### config.mk
export PLATFORM = sky130hd
export DESIGN_NAME = dn_divider
export DESIGN_NICKNAME = d
export VERILOG_FILES = /design/src/rtl/dn_pkg.sv /design/src/rtl/dn_sync.sv /design/src/rtl/dn_edge.sv /design/src/rtl/dn_core.sv /design/src/rtl/dn_divider.sv
export SDC_FILE = /design/constraint.sdc
export NUM_CORES = 1
export LEC_CHECK = 0
export ABC_AREA = 0
export BUFFER_PORTS_ARGS = -buffer_cell sky130_fd_sc_hd__buf_2
export CORE_MARGIN = 3
export CORE_UTILIZATION = 30
export DETAILED_ROUTE_END_ITERATION = 6
export HOLD_SLACK_MARGIN = 0.02
export SYNTH_ARGS = -nofsm -noshare
export SYNTH_HDL_FRONTEND = slang
export SYNTH_SLANG_ARGS = --single-unit
### constraint.sdc
create_clock -name clk_i -period 2.07 [get_ports clk_i]
set_input_delay 0 -clock clk_i [delete_from_list [all_inputs] [get_ports clk_i]]
set_output_delay 0 -clock clk_i [all_outputs]
set_load 0.01 [all_outputs]
### src/rtl/dn_pkg.sv
package dn_pkg;
  typedef enum logic {MODE_BIN = 1'b0, MODE_DEC = 1'b1} wrap_mode_e;
  localparam int unsigned SYNC_DEPTH = 2;
endpackage

### src/rtl/dn_sync.sv
module dn_sync #(
  parameter int unsigned DEPTH = 2
) (
  input  logic clk_i,
  input  logic rst_ni,
  input  logic d_i,
  output logic q_o
);
  logic [DEPTH-1:0] stg_q;

  generate
    for (genvar i = 0; i < DEPTH; i++) begin : g_stg
      always_ff @(posedge clk_i or negedge rst_ni) begin
        if (!rst_ni) stg_q[i] <= 1'b0;
        else if (i == 0) stg_q[i] <= d_i;
        else stg_q[i] <= stg_q[(i == 0) ? 0 : i-1];
      end
    end
  endgenerate

  assign q_o = stg_q[DEPTH-1];
endmodule

### src/rtl/dn_edge.sv
module dn_edge (
  input  logic clk_i,
  input  logic rst_ni,
  input  logic cclk_i,
  input  logic hold_i,
  output logic step_o
);
  logic cclk_q, hold_q;

  always_ff @(posedge clk_i or negedge rst_ni) begin
    if (!rst_ni) begin
      cclk_q <= 1'b0;
      hold_q <= 1'b0;
    end else begin
      cclk_q <= cclk_i;
      hold_q <= hold_i;
    end
  end

  logic rise_cnt, fall_hold;
  assign rise_cnt  = cclk_i & ~cclk_q & ~hold_i;
  assign fall_hold = hold_q & ~hold_i & cclk_i;
  // merged: both sources in one cycle still give one step
  assign step_o = rise_cnt | fall_hold;
endmodule

### src/rtl/dn_core.sv
module dn_core #(
  parameter int unsigned        CNT_W = 4,
  parameter dn_pkg::wrap_mode_e MODE  = dn_pkg::MODE_DEC
) (
  input  logic             clk_i,
  input  logic             rst_ni,
  input  logic             clr_i,
  input  logic             load_i,
  input  logic [CNT_W-1:0] preset_i,
  input  logic             step_i,
  output logic [CNT_W-1:0] count_o
);
  localparam logic [CNT_W-1:0] WRAP_VAL =
    (MODE == dn_pkg::MODE_DEC) ? CNT_W'(9) : {CNT_W{1'b1}};

  logic [CNT_W-1:0] cnt_q, cnt_d;

  always_comb begin
    cnt_d = cnt_q;
    if (clr_i)       cnt_d = '0;
    else if (load_i) cnt_d = preset_i;
    else if (step_i) cnt_d = (cnt_q == '0) ? WRAP_VAL : cnt_q - 1'b1;
  end

  always_ff @(posedge clk_i or negedge rst_ni) begin
    if (!rst_ni) cnt_q <= '0;
    else         cnt_q <= cnt_d;
  end

  assign count_o = cnt_q;
endmodule

### src/rtl/dn_divider.sv
module dn_divider #(
  parameter int unsigned        CNT_W = 4,
  parameter dn_pkg::wrap_mode_e MODE  = dn_pkg::MODE_DEC
) (
  input  logic             clk_i,
  input  logic             rst_ni,
  input  logic             clr_i,
  input  logic             load_i,
  input  logic [CNT_W-1:0] preset_i,
  input  logic             cnt_clk_i,
  input  logic             hold_i,
  input  logic             fb_i,
  output logic [CNT_W-1:0] count_o,
  output logic             zero_o
);
  localparam int unsigned N_ASYNC = 2;

  logic [N_ASYNC-1:0] raw_in, sync_out;
  logic               step;

  assign raw_in = {hold_i, cnt_clk_i};

  generate
    for (genvar i = 0; i < N_ASYNC; i++) begin : g_sync
      dn_sync #(.DEPTH(dn_pkg::SYNC_DEPTH)) u_sync (
        .clk_i (clk_i),
        .rst_ni(rst_ni),
        .d_i   (raw_in[i]),
        .q_o   (sync_out[i])
      );
    end
  endgenerate

  dn_edge u_edge (
    .clk_i (clk_i),
    .rst_ni(rst_ni),
    .cclk_i(sync_out[0]),
    .hold_i(sync_out[1]),
    .step_o(step)
  );

  dn_core #(.CNT_W(CNT_W), .MODE(MODE)) u_core (
    .clk_i   (clk_i),
    .rst_ni  (rst_ni),
    .clr_i   (clr_i),
    .load_i  (load_i),
    .preset_i(preset_i),
    .step_i  (step),
    .count_o (count_o)
  );

  assign zero_o = fb_i ? (count_o == '0) : load_i;
endmodule

==> key figures <==
STA
  – # setup viols final: 0
  – Unrepaired setup endpoints after global routing: no
  – Final Max Tran Viols: 0
  – Worst-margin pin slew: 0.3177 ns
  – Fmax: 674.8 MHz
  – Setup_tns: 0 ns
  – Min cycle time layout: 1.482 ns
  – Final Skew: 0.001993 ns
  – Tcrit/Tclk final: 71.59%
  – Max_slew headroom: 78.78%
  – Final Hold Fails: 0

Floorplanning
  – # IOs: 16
  – Die X: 46.23 um
  – Row cnt: 13
  – Placeable core area: 1399 um2
  – Initial Utilization: 34.70%
  – Die area: 2137 um2
  – Floorplan die height: 46.23 um

Finish
  – Layout cells sized above 1: 50.82%
  – Final cell count without fillers: 76
  – Antenna Cells: 0
  – Most common cell after layout, fill and taps aside: buf_2
  – Final net count: 73
  – Syn-to-layout area delta: 35.05%
  – Most frequent cells in the layout: buf_2, dfrtp_1, o211ai_1, dlygate4sd3_1, clkbuf_4
  – Core Util, Final: 46.87%

Route
  – WL per Instance: 11.91 um
  – Via count: 364
  – 1st-pass router iterations: 2
  – Routed wire length: 905 um
  – First DRT Iteration DRCs: 5
  – Via density per instance: 4.789
  – Antenna-violating nets left: 0
  – DRC Markers: 0

Setup path
  – Worst Path Max Fanout: 7
  – Reg2reg setup slack: 0.78 ns
  – WS Path Type: flop to output pin
  – Setup crit start kind: flop
  – WP data arrival: 1.48 ns
  – Required @ worst endpoint: 2.07 ns
  – Critical Path Start: u_core.count_o[1]
  – Reg2Reg Launch Point: u_core.count_o[0]
  – Crit end category: output pin
  – Critical path endpoint: zero_o
  – Critical R2R Capture: u_core.count_o[2]
  – R2r worst-path depth: 3

Clock tree
  – Cts repair resizes: 0
  – Clock buffer depth: 2
  – CTS tree: yes
  – Clock tree sinks: 10
  – CTS Buf Count: 3
  – Clock transition at path regs: 0.06 ns
  – CTS root buf: clkbuf_4
  – Later-pin clock latency in the skew report: 0.25 ns
  – H-tree levels: 1

Placement
  – Gpl congestion: 0.7457
  – Cells after DPL: 68
  – I/O Buffers: 15

Global routing
  – Vias in the first global route: 343
  – GR met1 Demand/Resource: 15.17%
  – Met3 usage: 4.688%
  – Largest net degree at the start of global routing: 11
  – GRT busiest layer: met1
  – Total GRT Usage: 9.816%
  – Total gr overflow: 0
  – Met2 Track Usage GR: 12.09%
  – Initial antenna violation count: 0
  – First-pass GRT wire length: 1.518 mm

Status
  – Status: completed

Power
  – Leakage: 0.0003065 uW
  – Peak supply drop: 0.0005659 V
  – Pwr per Cell Area: 739.8 nW/um2

Yosys
  – Avg Cell Area, Syn: 12.78 um2
  – Unique masters post-synth: 22
  – Cells after Synth: 38
  – Synthesized flop and latch total: 10
  – Syn_nets: 49
  – Cell area after synthesis: 485.5 um2
  – Ys Warns: 0
  – Post-synthesis sequential area ratio: 51.55%

Min path
  – Min-Delay Path Class: input port to flop

Run
  – Max-Cap Viols: 0
-- synth_stat cells (all sizes together) --
| master | instances | area share (%) |
|---|---|---|
| a211oi | 1 | 1.5 |
| nor2b | 3 | 4.9 |
| o21a | 2 | 4.6 |
| dfrtp | 10 | 52 |
| and3b | 1 | 2.1 |
| or3 | 1 | 1.3 |
| a21oi | 2 | 2.1 |
| nor2 | 3 | 2.8 |
| o31a | 1 | 2.1 |
| or2 | 1 | 1.3 |
| o211ai | 4 | 6.2 |
| a31oi | 1 | 1.3 |
| o41ai | 2 | 6.7 |
| nand2b | 1 | 2.8 |
| nor3 | 1 | 1.0 |
| mux2 | 2 | 5.4 |
| nand3b | 1 | 1.5 |
| nand2 | 1 | 0.77 |
-- cell type report --
| class | instances | area, um2 |
|---|---|---|
| Timing Repair Buffer | 19 | 115.1 |
| Fill cell | 140 | 743.2 |
| Tap cell | 15 | 18.77 |
| Clock buffer | 4 | 36.28 |
| Multi-Input combinational cell | 28 | 235.2 |
| Sequential cell | 10 | 250.2 |
-- flip-flops by register name, summed over array words and instances (netlist names) --
| register | flops |
|---|---|
| u_core.count_o | 4 |
| g_sync.u_sync.stg_q | 2 |
| u_edge.cclk_q | 1 |
| u_edge.hold_q | 1 |
| g_sync.u_sync.q_o | 2 |
-- report_power, final --
part           switching, uW  internal, uW
Sequential              17.4           210
Clock                   59.1           106
Combinational           42.5          49.5
Total                    119           366
-- kinds of logic after synthesis --
kind of cell,after synthesis,share of synthesized area [%]
multiplexers,2,5.411
flip-flops,10,51.55
AND/OR/NAND/NOR,13,18.56
AO/OA/AOI/OAI,13,24.49
-- routing by layer --
| metal | wire length, um | vias up |
|---|---|---|
| met5 | 0 | - |
| met4 | 0 | 0 |
| met3 | 47 | 0 |
| met2 | 386 | 8 |
| met1 | 471 | 165 |
| li1 | - | 191 |
-- worst min path at each step --
stage                           start                   endpoint  slack [ns]  cells after the start
after floorplan                rst_ni       g_sync[0].u_sync.q_o       -0.30                      0
after global placement         rst_ni  g_sync[0].u_sync.stg_q[0]       -0.13                      1
after detailed placement       rst_ni  g_sync[0].u_sync.stg_q[0]       -0.13                      1
after CTS                 preset_i[1]          u_core.count_o[1]        0.04                      3
after global routing      preset_i[1]          u_core.count_o[1]        0.04                      3
final                     preset_i[1]          u_core.count_o[1]        0.05                      3
-- worst max-delay path, cell delays in order (launching register included) --
cell     delay (ns)
dfrtp_1        0.44
or3_1          0.41
nor2_1         0.11
mux2_2         0.15
buf_2          0.12
-- what timing repair did --
item,in CTS,in global routing
hold endpoints to repair,13,0
hold buffers,4,0
buffers inserted,0,0
-- metrics by stage --
| stage | power [uW] | area [um2] | hold slack (ns) | setup WS [ns] |
|---|---|---|---|---|
| after global routing | 518.5 | 655.6 | 0.04007 | 0.4899 |
| final | 485.1 | 655.6 | 0.04629 | 0.5881 |
| after detailed placement | 317.7 | 579.3 | -0.1315 | 0.8014 |
| after global placement | 317.5 | 579.3 | -0.1284 | 0.8022 |
| after floorplan | 280.5 | 485.5 | -0.2956 | 0.8482 |
| after CTS | 494.5 | 655.6 | 0.03860 | 0.5764 |
(Power assumes the default switching activity.)
